## src/rtl/asc_pkg.sv

```systemverilog
package asc_pkg;

    typedef enum logic [1:0] {
        PH_IDLE   = 2'd0,
        PH_SETUP  = 2'd1,
        PH_STROBE = 2'd2,
        PH_HOLD   = 2'd3
    } phase_e;

endpackage

```

## src/rtl/asc_wait_sync.sv

```systemverilog
module asc_wait_sync #(
    parameter int STAGES = 2
) (
    input  logic clk,
    input  logic rst_n,
    input  logic async_in,
    output logic sync_out
);
    logic [STAGES-1:0] chain_d, chain_q;

    always_comb begin
        chain_d = {chain_q[STAGES-2:0], async_in};
    end

    always_ff @(posedge clk or negedge rst_n) begin
        if (!rst_n) chain_q <= '0;
        else        chain_q <= chain_d;
    end

    assign sync_out = chain_q[STAGES-1];
endmodule

```

## src/rtl/asc_sequencer.sv

```systemverilog
module asc_sequencer
    import asc_pkg::*;
#(
    parameter int ADDR_W    = 8,
    parameter int DATA_W    = 16,
    parameter int NUM_BANKS = 3,
    parameter int CNT_W     = 4,
    localparam int BANK_W   = $clog2(NUM_BANKS)
) (
    input  logic              clk,
    input  logic              rst_n,
    input  logic [CNT_W-1:0]  cfg_setup,
    input  logic [CNT_W-1:0]  cfg_strobe,
    input  logic [CNT_W-1:0]  cfg_hold,
    input  logic              cfg_wait_en,
    input  logic              cfg_wait_pol,
    input  logic              wait_sync,
    input  logic              req_valid,
    input  logic              req_write,
    input  logic [BANK_W-1:0] req_bank,
    input  logic [ADDR_W-1:0] req_addr,
    input  logic [DATA_W-1:0] req_wdata,
    input  logic [DATA_W-1:0] mem_rdata,
    output phase_e            phase,
    output logic              cur_write,
    output logic [BANK_W-1:0] cur_bank,
    output logic [ADDR_W-1:0] cur_addr,
    output logic [DATA_W-1:0] cur_wdata,
    output logic [DATA_W-1:0] rdata,
    output logic              done,
    output logic              ready
);
    localparam logic [BANK_W-1:0] LAST_BANK = BANK_W'(NUM_BANKS - 1);

    typedef struct packed {
        phase_e            phase;
        logic [CNT_W-1:0]  cnt;
        logic              wr;
        logic [BANK_W-1:0] bank;
        logic [ADDR_W-1:0] addr;
        logic [DATA_W-1:0] wdata;
        logic [DATA_W-1:0] rdata;
        logic              done;
    } seq_t;

    seq_t s_d, s_q;
    logic wait_act;
    logic cnt_zero;

    assign wait_act = cfg_wait_en && (wait_sync == cfg_wait_pol);
    assign cnt_zero = (s_q.cnt == '0);

    always_comb begin
        s_d      = s_q;
        s_d.done = 1'b0;
        unique case (s_q.phase)
            PH_IDLE: begin
                if (req_valid && (req_bank <= LAST_BANK)) begin
                    s_d.phase = PH_SETUP;
                    s_d.cnt   = cfg_setup;
                    s_d.wr    = req_write;
                    s_d.bank  = req_bank;
                    s_d.addr  = req_addr;
                    s_d.wdata = req_wdata;
                end
            end
            PH_SETUP: begin
                if (cnt_zero) begin
                    s_d.phase = PH_STROBE;
                    s_d.cnt   = cfg_strobe;
                end else begin
                    s_d.cnt = s_q.cnt - 1'b1;
                end
            end
            PH_STROBE: begin
                if (!cnt_zero) begin
                    s_d.cnt = s_q.cnt - 1'b1;
                end else if (!wait_act) begin
                    s_d.phase = PH_HOLD;
                    s_d.cnt   = cfg_hold;
                    if (!s_q.wr) s_d.rdata = mem_rdata;
                end
            end
            PH_HOLD: begin
                if (cnt_zero) begin
                    s_d.phase = PH_IDLE;
                    s_d.done  = 1'b1;
                end else begin
                    s_d.cnt = s_q.cnt - 1'b1;
                end
            end
            default: s_d.phase = PH_IDLE;
        endcase
    end

    always_ff @(posedge clk or negedge rst_n) begin
        if (!rst_n) begin
            s_q       <= '0;
            s_q.phase <= PH_IDLE;
        end else begin
            s_q <= s_d;
        end
    end

    assign phase     = s_q.phase;
    assign cur_write = s_q.wr;
    assign cur_bank  = s_q.bank;
    assign cur_addr  = s_q.addr;
    assign cur_wdata = s_q.wdata;
    assign rdata     = s_q.rdata;
    assign done      = s_q.done;
    assign ready     = (s_q.phase == PH_IDLE);

    // a busy sequencer keeps its latched request
    a_r2_busy_keeps_request: assert property (@(posedge clk) disable iff (!rst_n)
        (s_q.phase != PH_IDLE) |=> $stable(s_q.addr) && $stable(s_q.bank));

    // setup can only stay or advance into strobe
    a_r3_setup_next: assert property (@(posedge clk) disable iff (!rst_n)
        (s_q.phase == PH_SETUP) |=> (s_q.phase == PH_SETUP) || (s_q.phase == PH_STROBE));

    // an active synchronized wait keeps the strobe running
    a_r8_wait_holds_strobe: assert property (@(posedge clk) disable iff (!rst_n)
        (s_q.phase == PH_STROBE) && wait_act |=> (s_q.phase == PH_STROBE));

    // done lasts a single clock
    a_r11_done_single: assert property (@(posedge clk) disable iff (!rst_n)
        s_q.done |=> !s_q.done);

    // done comes only out of hold
    a_r11_done_after_hold: assert property (@(posedge clk) disable iff (!rst_n)
        $rose(s_q.done) |-> $past(s_q.phase) == PH_HOLD);
endmodule

```

## src/rtl/asc_pin_decode.sv

```systemverilog
module asc_pin_decode
    import asc_pkg::*;
#(
    parameter int ADDR_W    = 8,
    parameter int DATA_W    = 16,
    parameter int NUM_BANKS = 3,
    localparam int BANK_W   = $clog2(NUM_BANKS)
) (
    input  logic                 clk,
    input  logic                 rst_n,
    input  phase_e               phase,
    input  logic                 cur_write,
    input  logic [BANK_W-1:0]    cur_bank,
    input  logic [ADDR_W-1:0]    cur_addr,
    input  logic [DATA_W-1:0]    cur_wdata,
    output logic [ADDR_W-1:0]    mem_addr,
    output logic [DATA_W-1:0]    mem_wdata,
    output logic                 mem_wdata_oe,
    output logic [NUM_BANKS-1:0] mem_cs_n,
    output logic                 mem_oe_n,
    output logic                 mem_we_n,
    output logic                 sdram_cs_n
);
    logic busy;
    logic in_strobe;

    assign busy      = (phase != PH_IDLE);
    assign in_strobe = (phase == PH_STROBE);

    for (genvar b = 0; b < NUM_BANKS; b++) begin : g_cs
        assign mem_cs_n[b] = !(busy && (cur_bank == BANK_W'(b)));
    end

    assign mem_oe_n     = !(in_strobe && !cur_write);
    assign mem_we_n     = !(in_strobe && cur_write);
    assign mem_wdata_oe = busy && cur_write;
    assign mem_addr     = cur_addr;
    assign mem_wdata    = cur_wdata;
    assign sdram_cs_n   = busy;

    // never more than one bank selected
    a_r6_cs_onehot: assert property (@(posedge clk) disable iff (!rst_n)
        $onehot0(~mem_cs_n));

    // SDRAM select released while any bank is selected
    a_r7_sdram_exclusive: assert property (@(posedge clk) disable iff (!rst_n)
        (mem_cs_n != '1) |-> sdram_cs_n);

    // a strobe always sits inside a selected access, and only one strobe
    a_r4_strobe_in_access: assert property (@(posedge clk) disable iff (!rst_n)
        (!mem_oe_n || !mem_we_n) |-> (mem_cs_n != '1) && (mem_oe_n || mem_we_n));
endmodule

```

## src/rtl/async_strobe_ctrl.sv

```systemverilog
module async_strobe_ctrl
    import asc_pkg::*;
#(
    parameter int ADDR_W    = 8,
    parameter int DATA_W    = 16,
    parameter int NUM_BANKS = 3,
    parameter int CNT_W     = 4,
    parameter int SYNC_STAGES = 2,
    localparam int BANK_W   = $clog2(NUM_BANKS)
) (
    input  logic                 clk,
    input  logic                 rst_n,
    input  logic [CNT_W-1:0]     cfg_setup,
    input  logic [CNT_W-1:0]     cfg_strobe,
    input  logic [CNT_W-1:0]     cfg_hold,
    input  logic                 cfg_wait_en,
    input  logic                 cfg_wait_pol,
    input  logic                 req_valid,
    input  logic                 req_write,
    input  logic [BANK_W-1:0]    req_bank,
    input  logic [ADDR_W-1:0]    req_addr,
    input  logic [DATA_W-1:0]    req_wdata,
    output logic                 req_ready,
    output logic                 rsp_done,
    output logic [DATA_W-1:0]    rsp_rdata,
    output logic [ADDR_W-1:0]    mem_addr,
    output logic [DATA_W-1:0]    mem_wdata,
    output logic                 mem_wdata_oe,
    input  logic [DATA_W-1:0]    mem_rdata,
    input  logic                 mem_wait,
    output logic [NUM_BANKS-1:0] mem_cs_n,
    output logic                 mem_oe_n,
    output logic                 mem_we_n,
    output logic                 sdram_cs_n
);
    logic              wait_sync;
    phase_e            phase;
    logic              cur_write;
    logic [BANK_W-1:0] cur_bank;
    logic [ADDR_W-1:0] cur_addr;
    logic [DATA_W-1:0] cur_wdata;

    asc_wait_sync #(.STAGES(SYNC_STAGES)) u_wait_sync (
        .clk      (clk),
        .rst_n    (rst_n),
        .async_in (mem_wait),
        .sync_out (wait_sync)
    );

    asc_sequencer #(
        .ADDR_W(ADDR_W), .DATA_W(DATA_W), .NUM_BANKS(NUM_BANKS), .CNT_W(CNT_W)
    ) u_seq (
        .clk          (clk),
        .rst_n        (rst_n),
        .cfg_setup    (cfg_setup),
        .cfg_strobe   (cfg_strobe),
        .cfg_hold     (cfg_hold),
        .cfg_wait_en  (cfg_wait_en),
        .cfg_wait_pol (cfg_wait_pol),
        .wait_sync    (wait_sync),
        .req_valid    (req_valid),
        .req_write    (req_write),
        .req_bank     (req_bank),
        .req_addr     (req_addr),
        .req_wdata    (req_wdata),
        .mem_rdata    (mem_rdata),
        .phase        (phase),
        .cur_write    (cur_write),
        .cur_bank     (cur_bank),
        .cur_addr     (cur_addr),
        .cur_wdata    (cur_wdata),
        .rdata        (rsp_rdata),
        .done         (rsp_done),
        .ready        (req_ready)
    );

    asc_pin_decode #(
        .ADDR_W(ADDR_W), .DATA_W(DATA_W), .NUM_BANKS(NUM_BANKS)
    ) u_pins (
        .clk          (clk),
        .rst_n        (rst_n),
        .phase        (phase),
        .cur_write    (cur_write),
        .cur_bank     (cur_bank),
        .cur_addr     (cur_addr),
        .cur_wdata    (cur_wdata),
        .mem_addr     (mem_addr),
        .mem_wdata    (mem_wdata),
        .mem_wdata_oe (mem_wdata_oe),
        .mem_cs_n     (mem_cs_n),
        .mem_oe_n     (mem_oe_n),
        .mem_we_n     (mem_we_n),
        .sdram_cs_n   (sdram_cs_n)
    );

    // ready returns together with done
    a_r11_ready_with_done: assert property (@(posedge clk) disable iff (!rst_n)
        rsp_done |-> req_ready);

    // write data drive only inside an access
    a_r12_wdata_oe_in_access: assert property (@(posedge clk) disable iff (!rst_n)
        mem_wdata_oe |-> (mem_cs_n != '1) && mem_oe_n);
endmodule

```

## config.mk

```make
export PLATFORM = sky130hd
export DESIGN_NAME = async_strobe_ctrl
export DESIGN_NICKNAME = d
export VERILOG_FILES = /design/src/rtl/asc_pkg.sv /design/src/rtl/asc_wait_sync.sv /design/src/rtl/asc_sequencer.sv /design/src/rtl/asc_pin_decode.sv /design/src/rtl/async_strobe_ctrl.sv
export SDC_FILE = /design/constraint.sdc
export NUM_CORES = 1
export LEC_CHECK = 0
export ABC_AREA = 1
export CAP_MARGIN = 30
export CORE_UTILIZATION = 42
export DETAILED_ROUTE_END_ITERATION = 8
export DONT_BUFFER_PORTS = 1
export GPL_TIMING_DRIVEN = 0
export SETUP_SLACK_MARGIN = 0.1
export SLEW_MARGIN = 10
export SYNTH_ARGS = -nofsm -noshare
export SYNTH_HDL_FRONTEND = slang
export SYNTH_HIERARCHICAL = 1
export SYNTH_SLANG_ARGS = --single-unit
```

## constraint.sdc

```tcl
create_clock -name clk -period 1.8 [get_ports clk]
set_clock_uncertainty 0.15 [all_clocks]
set_input_delay 0 -clock clk [delete_from_list [all_inputs] [get_ports clk]]
set_output_delay 0 -clock clk [all_outputs]
set_load 0.02 [all_outputs]
```

==> impl_metrics.tcl, run 1 <==
set metrics [dict create \
    status "completed" \
    finalSetupViolCount 0 \
    start_util_pct 44.2 \
    min_period_ns 1.66 \
    dr.first_iter.drc_count 32 \
    irDropWorstVdd_uv 685 \
    synth_area_per_cell_um2 9.54 \
    netlist_area_um2 3030 \
    grt_overflow 0 \
    max_slew_margin_pct 74.6 \
    layout_commonest_cell "buf_4" \
    slew_viol_final 0 \
    io_pins 110 \
    tritoncts "yes" \
    clk_path_buf_depth 2 \
    core_region_area_um2 6870 \
    die_w_um 87.0 \
    finalCritPeriodShare_pct 92.2 \
    syn_inst 318 \
    clock_sinks 52 \
    grt_pass1_vias 2045 \
    synthDistinctLibCells 24 \
    synth_seq_cells 52 \
    end_kind "flop" \
    drive_gt1_share_pct 38.7 \
    cts_buffers 5 \
    wirelength_um 6130 \
    hold_path.class "input port to flop" \
    syn_nets 385 \
    fp.dieArea_um2 7560 \
    cp.arrival_ns 1.70 \
    dr.pass1.iters 4 \
    cp-start-kind "flop" \
    wl_per_cell_um 12.5 \
    die_h_um 87.0 \
    placed_cell_area_um2 3160 \
    worst_skew_pair.late_latency_ns 0.31 \
    antenna_found_initial 0 \
    gr-usage-all-layers_pct 16.0 \
    diodes 0 \
    worst_slew_pin_slew_ns 0.380 \
    hpwlAfterDp_um 3960 \
    placementRows 30 \
    reg2reg_slack_ns 0.14 \
    drc 0 \
    yosysSeqAreaShare_pct 42.9 \
    viasPerCell 4.42 \
    p_per_area_nw_per_um2 1600 \
    n_fill_cell 612 \
    port_buffers 0 \
    yosys.area.top_type "dfrtp_1" \
    grt_max_degree 53 \
    mostFrequentLayoutCells "buf_4, dlygate4sd3_1, dfrtp_1, nand2_1, inv_1" \
    finalInstanceArea_um2 3990 \
    maxCapViolCount 0 \
    num_vias 2163 \
    path_clk_slew_ns 0.11 \
    required_ns 1.84 \
    cts_max_level 2 \
    rsz0062_at_grt "yes" \
    finalHoldViolCount 0 \
    fmax_ghz 0.603 \
    p_leak_nw 1.99 \
    areaGrowthSynthToFinish_pct 31.4 \
    place_congestion 0.772 \
    path_class "flop to flop" \
    grt_first_pass_wirelength_um 9470 \
    yosysWarnings 6 \
    ant_nets 0 \
    root_buffer "clkbuf_8" \
    critical_path.max_fanout 10 \
    synth_area_leaders "dfrtp_1, buf_4, mux2_2" \
    nets 459 \
    yosys.area.top_type_share_pct 42.9 \
    totalPowerFinal_mw 6.39 \
]
[flip-flops by register name (all words and copies together), names as in the netlist]
name                 cells
u_seq/cur_wdata         16
u_seq/rdata             16
u_seq/cur_addr           8
u_seq/s_q                4
u_seq/cur_bank           2
u_seq/phase              2
u_wait_sync/chain_q      2
u_seq/cur_write          1
u_seq/done               1
[cell families (layout without fill, tap and decap cells)]
kind of cell | count (synthesis) | after routing | synth area share [%]
AOI/OAI and AO/OA | 24 | 24 | 6.56
adders and majority gates | 6 | 6 | 2.48
buffers and inverters | 116 | 191 | 24.0
DFF | 52 | 52 | 42.9
muxes | 26 | 26 | 9.65
and+or+nand+nor | 94 | 94 | 14.4
[power breakdown]
group	switching [mW]	internal, mW	leakage (nW)	total (mW)
sequential	0.290	1.67	0.644	1.96
combinational	1.91	1.81	1.30	3.72
clock	0.426	0.287	0.0463	0.712
total	2.62	3.77	1.99	6.39
[final timing paths]
kind | cells after the start | to | start
max reg2reg | 5 | u_seq/cur_wdata[12] | u_seq/phase[0]
min reg2reg | 0 | u_wait_sync/chain_q[1] | u_wait_sync/chain_q[0]
max | 5 | u_seq/cur_wdata[12] | u_seq/phase[0]
min | 6 | u_seq/rdata[0] | cfg_wait_pol
max in group asynchronous | 2 | u_seq/cur_addr[7] | rst_n
min in group asynchronous | 2 | u_seq/rdata[8] | rst_n
[Yosys cell counts (all sizes together)]
| master | n |
|---|---|
| mux2 | 26 |
| inv | 40 |
| nand2 | 45 |
| nand3 | 13 |
| ha | 6 |
| o21ai | 16 |
| o211ai | 1 |
| a21boi | 1 |
| dfrtp | 52 |
| a21oi | 6 |
| buf | 76 |
| nand3b | 2 |
| nor2 | 27 |
| nand4 | 7 |
[critical path, cell delays in order (launching register included)]
cell and delay (ns):
dfrtp_1 0.44, inv_2 0.13, ha_4 0.22, nand3_4 0.11, buf_6 0.17, mux2_1 0.32
[layout make-up]
cell class	instances	area (µm²)	area share (%)
Timing Repair Buffer	67	671	16.8
Tap cell	96	120	3.01
Buffer	76	601	15.1
Clock inverter	3	27.5	0.691
Clock buffer	5	68.8	1.73
Multi-Input combinational cell	150	1050	26.2
Inverter	40	150	3.77
Sequential cell	52	1300	32.7
[through the flow]
step | TNS, ns | util [%] | hold WS [ns] | cells | setup slack [ns]
CTS | 0 | 57.1 | 0.0151 | 483 | 0.110
finish | 0 | 58.0 | 0.0409 | 489 | 0.141
global route | 0 | 58.0 | 0.0784 | 489 | 0.0666
detailed placement | -0.711 | 45.9 | -0.445 | 414 | -0.0662
global placement | -0.304 | 45.9 | -0.445 | 414 | -0.0483
floorplan | 0 | - | -0.446 | 318 | 0.152
[timing repair]
| item | in CTS | in global routing |
|---|---|---|
| hold endpoints to repair | 102 | 0 |
| setup buffers | 1 | 5 |
| gates cloned | 0 | 1 |
| hold buffers | 60 | 0 |
| pin swaps | 1 | 3 |
| gates resized for setup | 11 | 9 |
| setup endpoints to repair | 46 | 41 |
[layer usage]
| metal | vias to the layer above | track usage (%) | share of wire [%] |
|---|---|---|---|
| met5 | - | 0 | 0 |
| met4 | 0 | 4.09 | 0.75 |
| met3 | 4 | 3.32 | 5.3 |
| met2 | 76 | 28.6 | 50 |
| met1 | 1005 | 19.4 | 44 |
| li1 | 1078 | - | - |
(Power assumes the default switching activity.)
==> inputs of run 2 (changes only) <==
--- a/config.mk
+++ b/config.mk
@@ -7,7 +7,7 @@
 export LEC_CHECK = 0
 export ABC_AREA = 1
 export CAP_MARGIN = 30
-export CORE_UTILIZATION = 42
+export CORE_UTILIZATION = 25
 export DETAILED_ROUTE_END_ITERATION = 8
 export DONT_BUFFER_PORTS = 1
 export GPL_TIMING_DRIVEN = 0
==> constraint.sdc (replaced) <==
create_clock -name clk -period 1.5 [get_ports clk]
set_clock_uncertainty 0.15 [all_clocks]
set_input_delay 0 -clock clk [delete_from_list [all_inputs] [get_ports clk]]
set_output_delay 0 -clock clk [all_outputs]
set_load 0.02 [all_outputs]
==> run 2 against run 1 <==
The flow now finishes with violations (DRC, setup timing). Total power grew 37%. Die area grew 66%. Worst setup slack lost 0.27 ns. Final cell count grew 10%. Critical path depth is the same. Clock-buffer cell count is the same. Combinational power grew 37%. Global-route usage shrank 5.4 points. Register-to-register slack lost 0.27 ns. Design area grew 10%.
==> impl_metrics.tcl, run 2 (synthesis gave the netlist of run 1 again) <==
set metrics [dict create \
    violations "DRC, setup timing" \
    hpwlAfterDp_um 4490 \
    reg2regPathDepth 5 \
    root_buffer "clkbuf_16" \
    tritoncts "yes" \
    slew_viol_final 0 \
    cp.arrival_ns 1.65 \
    gr-usage-all-layers_pct 10.5 \
    ant_nets 0 \
    antenna_found_initial 0 \
    viasPerCell 4.12 \
    drc 4 \
    port_buffers 0 \
    p_leak_nw 2.11 \
    dr.pass1.iters 8 \
    reg2reg_slack_ns -0.13 \
    path_cells "inv_4 > ha_4 > nand3_4 > buf_8 > mux2_4" \
    rsz0062_at_grt "yes" \
    critical_path.max_fanout 10 \
    grt_overflow 0 \
    mostFrequentLayoutCells "buf_4, dlygate4sd3_1, dfrtp_1, inv_1, nor2_1" \
    hold_path.class "input port to flop" \
    io_pins 110 \
    status "finished with violations" \
    grt_max_degree 53 \
    nets 464 \
    p_per_area_nw_per_um2 2000 \
    cts_max_level 2 \
    n_fill_cell 1155 \
    cts_buffers 5 \
    critPathSlowestCell "dfrtp_2" \
    start_util_pct 26.1 \
    finalCritPeriodShare_pct 108 \
    placed_cell_area_um2 3330 \
    finalSetupViolCount 48 \
    max_slew_margin_pct 75.9 \
    path_class "flop to flop" \
    irDropWorstVdd_uv 714 \
    hold_end "u_seq/s_q[47]" \
    die_h_um 112 \
    cp-start-kind "flop" \
    r2r-start "u_seq/phase[1]" \
    worst_r2r_endpoint "u_seq/cur_addr[2]" \
    dr.first_iter.drc_count 88 \
    fmax_ghz 0.615 \
    wirelength_um 6680 \
    end_kind "flop" \
    wl_per_cell_um 12.4 \
    clock_sinks 52 \
    diodes 0 \
    max_stage_delay_ns 0.45 \
    drive_gt1_share_pct 48.0 \
    grt_pass1_vias 2242 \
    setup_tns_ns -4.52 \
    finalInstanceArea_um2 4390 \
    core_region_area_um2 11600 \
    fp.dieArea_um2 12600 \
    maxCapViolCount 0 \
    areaGrowthSynthToFinish_pct 44.6 \
    min_delay_path_depth 7 \
    die_w_um 112 \
    placementRows 39 \
    clk_path_buf_depth 2 \
    path_clk_slew_ns 0.07 \
    grt_first_pass_wirelength_um 10500 \
    required_ns 1.53 \
    num_vias 2222 \
    layout_commonest_cell "buf_4" \
    min_period_ns 1.63 \
    setup_ws_ns -0.126 \
    worst_slew_pin_slew_ns 0.359 \
    holdWs_ns 0.00753 \
    worstHoldStart "cfg_strobe[3]" \
    finalHoldViolCount 0 \
    place_congestion 0.751 \
    worst_skew_pair.late_latency_ns 0.29 \
]
## run 2: cell count changes in the layout (fill, tap and decap cells not counted), moves of 3 or more
cell | previous run | this run
mux2_1 | 4 | 0
nand2_1 | 39 | 19
buf_8 | 1 | 5
mux2_4 | 0 | 4
nand2_2 | 5 | 12
nand2_4 | 1 | 12
clkbuf_8 | 5 | 0
clkbuf_16 | 0 | 6
inv_4 | 0 | 4
inv_2 | 8 | 5
## run 2: routing by layer
layer | GRT usage (%) | vias up | wire length, µm
met5 | 0 | - | 0
met4 | 2.93 | 0 | 62
met3 | 2.81 | 7 | 364
met2 | 19.0 | 69 | 3410
met1 | 12.2 | 1061 | 2850
li1 | - | 1085 | -
## run 2: worst max path at each step
stage | startpoint | end | slack [ns] | cells after the start
6_report | u_seq/phase[1] | u_seq/cur_addr[2] | -0.13 | 5
5_1_grt | u_seq/phase[0] | u_seq/s_q[47] | -0.20 | 10
4_1_cts | u_seq/phase[1] | u_seq/cur_wdata[15] | -0.15 | 5
3_5_place_dp | u_seq/phase[1] | u_seq/cur_addr[3] | -0.20 | 5
3_3_place_gp | u_seq/phase[1] | u_seq/cur_addr[0] | -0.16 | 5
2_1_floorplan | u_seq/phase[1] | u_seq/cur_addr[0] | -0.04 | 5
## run 2: worst max-delay path: cells and delay by family (launching register included)
family	cells	cell delay [ns]
fa+ha+maj	1	0.20
buf+inv	2	0.28
flops	1	0.45
mux	1	0.29
simple gates	1	0.14
## run 2: per-stage QoR
stage	util (%)	setup WS, ns	instances	total power, mW
2_1_floorplan	-	-0.0370	318	6.20
3_3_place_gp	28.7	-0.162	461	6.63
3_5_place_dp	28.7	-0.196	461	6.73
4_1_cts	36.7	-0.150	533	8.54
5_1_grt	37.8	-0.198	539	9.34
6_report	37.8	-0.126	539	8.77
## run 2: cell type report
cell class	count	area, µm²	area share (%)
flip-flops and latches	52	1300	29.7
multi-input cells	150	1230	28.1
repair buffers	73	738	16.8
plain buffers	75	612	13.9
well taps	143	179	4.08
inverters	40	165	3.76
clock buffers	5	125	2.85
clock inverters	1	30.0	0.685
## run 2: report_power, final
| group | internal [mW] | switching, mW |
|---|---|---|
| clock | 0.769 | 0.489 |
| sequential | 2.01 | 0.420 |
| combinational | 2.55 | 2.53 |
| total | 5.33 | 3.44 |
## run 2: timing repair
item	CTS	global route
endpoints found under the hold margin	102	52
endpoints found under the setup margin	52	55
setup buffers	8	5
pin swaps	4	4
gates cloned	1	0
hold buffers	57	2
resized for setup	30	18
